File: config.mk
export PLATFORM = sky130hd
export DESIGN_NAME = tmr_evt_ctr
export DESIGN_NICKNAME = d
export VERILOG_FILES = /design/src/rtl/tmr_evt_pkg.sv /design/src/rtl/tmr_evt_sync.sv /design/src/rtl/tmr_evt_tick.sv /design/src/rtl/tmr_evt_core.sv /design/src/rtl/tmr_evt_ctr.sv
export SDC_FILE = /design/constraint.sdc
export NUM_CORES = 1
export LEC_CHECK = 0
export ABC_AREA = 1
export CAP_MARGIN = 5
export CORE_MARGIN = 4
export CORE_UTILIZATION = 35
export DETAILED_ROUTE_END_ITERATION = 7
export PLACE_DENSITY = 0.61
export SLEW_MARGIN = 20
export SYNTH_ARGS = -nofsm -noshare
export SYNTH_HDL_FRONTEND = slang
export SYNTH_SLANG_ARGS = --single-unit
File: constraint.sdc
create_clock -name clk -period 2.1 [get_ports clk]
set_input_delay 0.525 -clock clk [delete_from_list [all_inputs] [get_ports clk]]
set_output_delay 0.525 -clock clk [all_outputs]
set_load 0.01 [all_outputs]
File: src/rtl/tmr_evt_pkg.sv
package tmr_evt_pkg;

  typedef enum logic [1:0] {
    MODE_OFF   = 2'b00,
    MODE_EVENT = 2'b01,
    MODE_TIMER = 2'b10,
    MODE_PULSE = 2'b11
  } tmr_mode_e;

  // control byte layout, msb first
  typedef struct packed {
    tmr_mode_e  mode;      // 7:6
    logic       alt_clk;   // 5 : 1 = slow clock tick, 0 = divided system tick
    logic       run;       // 4
    logic       neg_sel;   // 3 : falling edge / low level active
    logic [2:0] spare;     // 2:0
  } ctrl_t;

  localparam logic [2:0] ADDR_CTRL   = 3'd0;
  localparam logic [2:0] ADDR_PRE_LO = 3'd1;
  localparam logic [2:0] ADDR_PRE_HI = 3'd2;
  localparam logic [2:0] ADDR_CNT_LO = 3'd3;
  localparam logic [2:0] ADDR_CNT_HI = 3'd4;

endpackage

File: src/rtl/tmr_evt_sync.sv
module tmr_evt_sync #(
  parameter int STAGES = 2
) (
  input  logic clk,
  input  logic rst_n,
  input  logic async_i,
  output logic level_o,
  output logic rise_o,
  output logic fall_o
);
  logic [STAGES-1:0] chain_q;
  logic              prev_q;

  generate
    for (genvar g = 0; g < STAGES; g++) begin : g_stage
      if (g == 0) begin : g_first
        always_ff @(posedge clk) begin
          if (!rst_n) chain_q[0] <= 1'b0;
          else        chain_q[0] <= async_i;
        end
      end else begin : g_next
        always_ff @(posedge clk) begin
          if (!rst_n) chain_q[g] <= 1'b0;
          else        chain_q[g] <= chain_q[g-1];
        end
      end
    end
  endgenerate

  always_ff @(posedge clk) begin
    if (!rst_n) prev_q <= 1'b0;
    else        prev_q <= chain_q[STAGES-1];
  end

  assign level_o = chain_q[STAGES-1];
  assign rise_o  = chain_q[STAGES-1] & ~prev_q;
  assign fall_o  = ~chain_q[STAGES-1] & prev_q;

  assert_one_edge_R10: assert property (@(posedge clk) disable iff (!rst_n)
    $onehot0({rise_o, fall_o}));

endmodule

File: src/rtl/tmr_evt_tick.sv
module tmr_evt_tick #(
  parameter int DIV_W       = 3,
  parameter int SYNC_STAGES = 2
) (
  input  logic clk,
  input  logic rst_n,
  input  logic sys_ce_i,
  input  logic slow_clk_i,
  input  logic alt_sel_i,
  output logic tick_o
);
  localparam logic [DIV_W-1:0] PS_LAST = {DIV_W{1'b1}};

  logic [DIV_W-1:0] ps_q;
  logic             div_tick;
  logic             slow_lvl, slow_rise, slow_fall;

  always_ff @(posedge clk) begin
    if (!rst_n)        ps_q <= '0;
    else if (sys_ce_i) ps_q <= ps_q + 1'b1;
  end

  assign div_tick = sys_ce_i && (ps_q == PS_LAST);

  tmr_evt_sync #(.STAGES(SYNC_STAGES)) u_slow_sync (
    .clk     (clk),
    .rst_n   (rst_n),
    .async_i (slow_clk_i),
    .level_o (slow_lvl),
    .rise_o  (slow_rise),
    .fall_o  (slow_fall)
  );

  assign tick_o = alt_sel_i ? slow_fall : div_tick;

  assert_div_spacing_R4: assert property (@(posedge clk) disable iff (!rst_n)
    div_tick |=> !div_tick);

endmodule

File: src/rtl/tmr_evt_core.sv
module tmr_evt_core #(
  parameter int CNT_W = 16
) (
  input  logic             clk,
  input  logic             rst_n,
  input  logic             inc_i,
  input  logic             run_i,
  input  logic             irq_en_i,
  input  logic             pre_lo_wr_i,
  input  logic             pre_hi_wr_i,
  input  logic [7:0]       wdata_i,
  input  logic             cap_i,
  output logic [CNT_W-1:0] cnt_o,
  output logic [CNT_W-1:0] pre_o,
  output logic [7:0]       hold_o,
  output logic             irq_o,
  output logic             wake_o,
  output logic             ovf_o
);
  localparam int               HI_W    = CNT_W - 8;
  localparam logic [CNT_W-1:0] CNT_MAX = {CNT_W{1'b1}};

  logic [CNT_W-1:0] cnt_q, pre_q;
  logic [7:0]       hold_q;
  logic             irq_q, wake_q;
  logic             ovf, direct_load;

  function automatic logic [CNT_W-1:0] step_count(input logic [CNT_W-1:0] c,
                                                  input logic [CNT_W-1:0] p);
    return (c == CNT_MAX) ? p : c + 1'b1;
  endfunction

  assign ovf         = inc_i && (cnt_q == CNT_MAX);
  assign direct_load = (pre_lo_wr_i || pre_hi_wr_i) && !run_i;

  always_ff @(posedge clk) begin
    if (!rst_n) begin
      cnt_q  <= '0;
      pre_q  <= '0;
      hold_q <= '0;
      irq_q  <= 1'b0;
      wake_q <= 1'b0;
    end else begin
      irq_q  <= ovf && irq_en_i;
      wake_q <= ovf;
      if (cap_i) hold_q <= cnt_q[7:0];
      if (inc_i) cnt_q <= step_count(cnt_q, pre_q);
      if (pre_lo_wr_i) begin
        pre_q[7:0] <= wdata_i;
        if (!run_i) cnt_q[7:0] <= wdata_i;
      end
      if (pre_hi_wr_i) begin
        pre_q[CNT_W-1:8] <= HI_W'(wdata_i);
        if (!run_i) cnt_q[CNT_W-1:8] <= HI_W'(wdata_i);
      end
    end
  end

  assign cnt_o  = cnt_q;
  assign pre_o  = pre_q;
  assign hold_o = hold_q;
  assign irq_o  = irq_q;
  assign wake_o = wake_q;
  assign ovf_o  = ovf;

  assert_frozen_R2: assert property (@(posedge clk) disable iff (!rst_n)
    (!inc_i && !direct_load) |=> $stable(cnt_q));

  assert_reload_R5: assert property (@(posedge clk) disable iff (!rst_n)
    ovf |=> (cnt_q == $past(pre_q)));

  assert_irq_gate_R6: assert property (@(posedge clk) disable iff (!rst_n)
    irq_q |-> $past(irq_en_i));

  assert_wake_with_irq_R9: assert property (@(posedge clk) disable iff (!rst_n)
    irq_q |-> wake_q);

  assert_capture_R8: assert property (@(posedge clk) disable iff (!rst_n)
    cap_i |=> (hold_q == $past(cnt_q[7:0])));

  assert_direct_load_R7: assert property (@(posedge clk) disable iff (!rst_n)
    (pre_lo_wr_i && !run_i) |=> (cnt_q[7:0] == $past(wdata_i)));

endmodule

File: src/rtl/tmr_evt_ctr.sv
module tmr_evt_ctr
  import tmr_evt_pkg::*;
#(
  parameter int CNT_W       = 16,
  parameter int DIV_W       = 3,
  parameter int SYNC_STAGES = 2
) (
  input  logic       clk,
  input  logic       rst_n,
  input  logic       sys_ce,
  input  logic       slow_clk,
  input  logic       evt_pin,
  input  logic       pwr_down,
  input  logic       bus_sel,
  input  logic       bus_wr,
  input  logic [2:0] bus_addr,
  input  logic [7:0] bus_wdata,
  output logic [7:0] bus_rdata,
  input  logic       irq_en,
  output logic       irq,
  output logic       wake
);
  localparam int HI_W = CNT_W - 8;

  ctrl_t            ctrl_q;
  logic             ctrl_wr, pre_lo_wr, pre_hi_wr, hi_rd, rd_en;
  logic             pin_lvl, pin_rise, pin_fall;
  logic             int_tick, int_ok, pin_active, pin_edge;
  logic             src_evt, inc, pulse_end, ovf;
  logic [CNT_W-1:0] cnt, pre;
  logic [7:0]       hold;

  assign rd_en     = bus_sel && !bus_wr;
  assign ctrl_wr   = bus_sel && bus_wr && (bus_addr == ADDR_CTRL);
  assign pre_lo_wr = bus_sel && bus_wr && (bus_addr == ADDR_PRE_LO);
  assign pre_hi_wr = bus_sel && bus_wr && (bus_addr == ADDR_PRE_HI);
  assign hi_rd     = rd_en && (bus_addr == ADDR_CNT_HI);

  tmr_evt_sync #(.STAGES(SYNC_STAGES)) u_pin_sync (
    .clk     (clk),
    .rst_n   (rst_n),
    .async_i (evt_pin),
    .level_o (pin_lvl),
    .rise_o  (pin_rise),
    .fall_o  (pin_fall)
  );

  tmr_evt_tick #(.DIV_W(DIV_W), .SYNC_STAGES(SYNC_STAGES)) u_tick (
    .clk        (clk),
    .rst_n      (rst_n),
    .sys_ce_i   (sys_ce),
    .slow_clk_i (slow_clk),
    .alt_sel_i  (ctrl_q.alt_clk),
    .tick_o     (int_tick)
  );

  assign int_ok     = int_tick && !pwr_down;
  assign pin_active = ctrl_q.neg_sel ? ~pin_lvl : pin_lvl;
  assign pin_edge   = ctrl_q.neg_sel ? pin_fall : pin_rise;

  always_comb begin
    unique case (ctrl_q.mode)
      MODE_EVENT: src_evt = pin_edge;
      MODE_TIMER: src_evt = int_ok;
      MODE_PULSE: src_evt = int_ok && pin_active;
      default:    src_evt = 1'b0;
    endcase
  end

  assign inc       = ctrl_q.run && src_evt;
  assign pulse_end = (ctrl_q.mode == MODE_PULSE) && ctrl_q.run &&
                     (ctrl_q.neg_sel ? pin_rise : pin_fall);

  always_ff @(posedge clk) begin
    if (!rst_n)         ctrl_q     <= '0;
    else if (ctrl_wr)   ctrl_q     <= ctrl_t'(bus_wdata);
    else if (pulse_end) ctrl_q.run <= 1'b0;
  end

  tmr_evt_core #(.CNT_W(CNT_W)) u_core (
    .clk         (clk),
    .rst_n       (rst_n),
    .inc_i       (inc),
    .run_i       (ctrl_q.run),
    .irq_en_i    (irq_en),
    .pre_lo_wr_i (pre_lo_wr),
    .pre_hi_wr_i (pre_hi_wr),
    .wdata_i     (bus_wdata),
    .cap_i       (hi_rd),
    .cnt_o       (cnt),
    .pre_o       (pre),
    .hold_o      (hold),
    .irq_o       (irq),
    .wake_o      (wake),
    .ovf_o       (ovf)
  );

  always_comb begin
    bus_rdata = 8'h00;
    if (rd_en) begin
      case (bus_addr)
        ADDR_CTRL:   bus_rdata = 8'(ctrl_q);
        ADDR_PRE_LO: bus_rdata = pre[7:0];
        ADDR_PRE_HI: bus_rdata = 8'(pre[CNT_W-1:8]);
        ADDR_CNT_LO: bus_rdata = hold;
        ADDR_CNT_HI: bus_rdata = 8'(cnt[CNT_W-1:8]);
        default:     bus_rdata = 8'h00;
      endcase
    end
  end

  assert_pulse_stop_R11: assert property (@(posedge clk) disable iff (!rst_n)
    (pulse_end && !ctrl_wr) |=> !ctrl_q.run);

  assert_off_mode_R12: assert property (@(posedge clk) disable iff (!rst_n)
    (ctrl_q.mode == MODE_OFF) |-> !inc);

  assert_pd_timer_R9: assert property (@(posedge clk) disable iff (!rst_n)
    (pwr_down && (ctrl_q.mode == MODE_TIMER)) |-> !inc);

  assert_ovf_wake_R9: assert property (@(posedge clk) disable iff (!rst_n)
    ovf |=> wake);

endmodule

==> impl_metrics.json <==
{
  "first_global_vias": 3215,
  "worstPathRequired_ns": 1.57,
  "grt_pass1_wl_um": 16300,
  "vias": 3378,
  "clk_latency_ns": 0.36,
  "num_rows": 34,
  "rsz0062_at_grt": "true",
  "dp_cells": 639,
  "final.setup.worst_slack_ns": -0.00734,
  "area_delta_synth_final_pct": 35.5,
  "synth_fa_ha_area_frac": 0.0119,
  "synth_xor_area_frac": 0.0139,
  "cts_made_buffers": 9,
  "nets": 570,
  "worstSetupPathType": "primary input to output port",
  "p_leak_uw": 0.00175,
  "finalSetupViolations": 1,
  "ys_seq_area_frac": 0.374,
  "yosys.area_share.simple": 0.286,
  "cp_common_cell": "nor2_4",
  "grt_use_total": 0.204,
  "drv_slew": 0,
  "final_cells": 660,
  "avgSynthCellArea_um2": 6.67,
  "ant_nets": 0,
  "first_iter_violations": 248,
  "cp_slowest_cell": "o22ai_2",
  "violations": "setup timing",
  "coreArea_um2": 8760,
  "hpwlAfterDp_um": 7700,
  "grt_max_degree": 30,
  "finalCritPeriodShare": 1.00,
  "clockBufferDepth": 2,
  "path_clk_slew_ns": 0.08,
  "syn-num-nets": 496,
  "max_stage_delay_ns": 0.20,
  "crit_chain": "buf_2, nor2_4, buf_12, nand2_8, o22ai_2, a211oi_2, nor2_4, buf_6",
  "syn_area_um2": 3160,
  "syn_inst": 473,
  "drc": 0,
  "synth.distinct_cells": 31,
  "final_util": 0.488,
  "antennaDiodeCount": 0,
  "die_x_um": 103,
  "end_kind": "output port",
  "power.density_nw_per_um2": 597,
  "fillCellCount": 874,
  "die_h_um": 103,
  "hold_violations": 0,
  "grt_overflow": 0,
  "place_congestion": 0.967,
  "synth_top_family_by_area": "simple AND/OR/NAND/NOR gates",
  "synth-compound-area-share": 0.205,
  "dr.pass1.iters": 6,
  "start_kind": "primary input",
  "yosys_warnings": 0,
  "cts_root_buffer": "clkbuf_8",
  "min_path_type": "flip-flop to flip-flop",
  "muxShareOfSynthArea": 0,
  "fin_worst_skew_ns": 0.0115,
  "vias_per_cell": 5.12,
  "vdd_drop_max_mv": 0.350,
  "cts_tree": "done",
  "die-area_um2": 10600,
  "relSlewSlack": 0.637,
  "wire_per_inst_um": 15.4,
  "cap_violations": 0,
  "ys_seq_elements": 59,
  "finalCriticalPeriod_ns": 2.11,
  "io_buffers": 29,
  "cp_max_fo": 8,
  "ios": 30,
  "fmax_mhz": 475,
  "crit_arrival_ns": 1.58,
  "drt-total-wl_um": 10200,
  "outcome": "finished, violations left",
  "drive_gt1_frac": 0.237,
  "cts_sinks": 59,
  "initial_utilization": 0.360,
  "cts_max_level": 3,
  "antenna_found_initial": 0,
  "worst_slew_pin_slew_ns": 0.544
}
## worst max-delay path: cells and delay by family
kind                   cells  cell delay (ns)
AOI/OAI and AO/OA          2             0.29
and+or+nand+nor            3             0.39
buffers and inverters      3             0.38
## layout make-up
type	instances	area (µm²)	share of cell area
Timing Repair Buffer	76	632	0.148
Sequential cell	59	1180	0.276
Clock buffer	9	124	0.0290
Clock inverter	7	81.3	0.0190
Multi-Input combinational cell	331	1860	0.434
Inverter	70	267	0.0623
Tap cell	108	135	0.0316
## cell families (layout without fill, tap and decap cells)
kind of cell	count (synthesis)	after routing
AND/OR/NAND/NOR	207	207
AO/OA/AOI/OAI	116	116
buffers and inverters	83	162
flip-flops	59	59
XOR/XNOR	5	5
adder cells (fa/ha/maj)	3	3
## state kept, by name, indices dropped and copies added (netlist names)
register / flops
u_tick.ps_q: 3
u_pin_sync.level_o: 1
u_tick.u_slow_sync.prev_q: 1
u_core.cnt_o: 16
u_pin_sync.prev_q: 1
ctrl_q: 8
u_core.hold_o: 8
u_tick.u_slow_sync.chain_q: 1
u_core.pre_o: 16
u_tick.u_slow_sync.level_o: 1
u_core.irq_o: 1
u_core.wake_o: 1
u_pin_sync.chain_q: 1
## cells in the mapped netlist
cell type / count / area, µm²
a211oi_1: 8 / 60.1
a21boi_1: 5 / 37.5
a21oi_1: 38 / 190
and2_1: 1 / 6.26
buf_2: 4 / 20.0
buf_4: 3 / 22.5
buf_6: 2 / 22.5
clkbuf_1: 4 / 15.0
clkinv_1: 2 / 7.51
dfxtp_1: 59 / 1180
ha_1: 3 / 37.5
inv_1: 60 / 225
inv_2: 8 / 30.0
nand2_1: 108 / 405
nand2_2: 4 / 25.0
nand3_1: 29 / 145
nand3_2: 1 / 10.0
nand3b_1: 1 / 7.51
nand4_1: 4 / 25.0
nor2_1: 48 / 180
nor2_2: 4 / 25.0
nor2_4: 5 / 56.3
nor3_2: 1 / 10.0
o21a_1: 2 / 15.0
o21ai_0: 40 / 200
o21ai_1: 5 / 25.0
o21ai_2: 3 / 26.3
o22ai_1: 15 / 93.8
or2_0: 1 / 6.26
xnor2_1: 2 / 17.5
xor2_1: 3 / 26.3
## cell usage in the layout, fill, tap and decap left out, types with 17 or more instances in the layout
cell / instances
dfxtp_1: 59
inv_1: 58
clkdlybuf4s50_1: 17
nor2_1: 42
o21ai_0: 40
buf_4: 43
nand2_1: 106
nand3_1: 28
a21oi_1: 38
## through the flow
| stage | cell area, µm² | TNS [ns] | hold WS, ns | total power, µW | setup slack, ns |
|---|---|---|---|---|---|
| after global routing | 4280 | -0.0344 | 0.441 | 2650 | -0.0329 |
| after global placement | 3830 | -9.09 | 0.393 | 1420 | -0.800 |
| final | 4280 | -0.00734 | 0.422 | 2550 | -0.00734 |
| after detailed placement | 3830 | -10.72 | 0.406 | 1430 | -0.838 |
| after CTS | 4190 | 0 | 0.426 | 2550 | 0.0263 |
| after floorplan | 3160 | 0 | 0.390 | 1310 | 0.274 |
## worst paths after layout
| path | from | endpoint | slack, ns | cells past startpoint |
|---|---|---|---|---|
| worst max-delay path | bus_addr[1] | bus_rdata[4] | -0.007 | 8 |
| worst min-delay path | u_pin_sync.chain_q[0] | u_pin_sync.level_o | 0.42 | 2 |
| worst max register to register | u_core.cnt_o[1] | u_core.cnt_o[5] | 0.34 | 12 |
| worst min register to register | u_pin_sync.chain_q[0] | u_pin_sync.level_o | 0.42 | 2 |
## metal layers
metal	share of wire	routed length [µm]	vias up	track usage
li1	-	-	1685	-
met1	0.42	4300	1554	0.245
met2	0.48	4940	115	0.351
met3	0.061	619	24	0.0392
met4	0.032	325	0	0.0896
met5	0	0	-	0
## where the power goes
group	internal, µW	switching, µW
Clock	566	542
Sequential	1150	21.7
Combinational	120	153
Total	1830	717
## timing repair
| item | 4_1_cts | 5_1_grt |
|---|---|---|
| buffers inserted | 3 | 1 |
| pin swaps | 9 | 3 |
| endpoints found under the setup margin | 8 | 6 |
| hold buffers | 0 | 0 |
| gates cloned | 1 | 0 |
| gates resized for setup | 83 | 13 |
No activity file was read; power rests on OpenSTA's default activity.
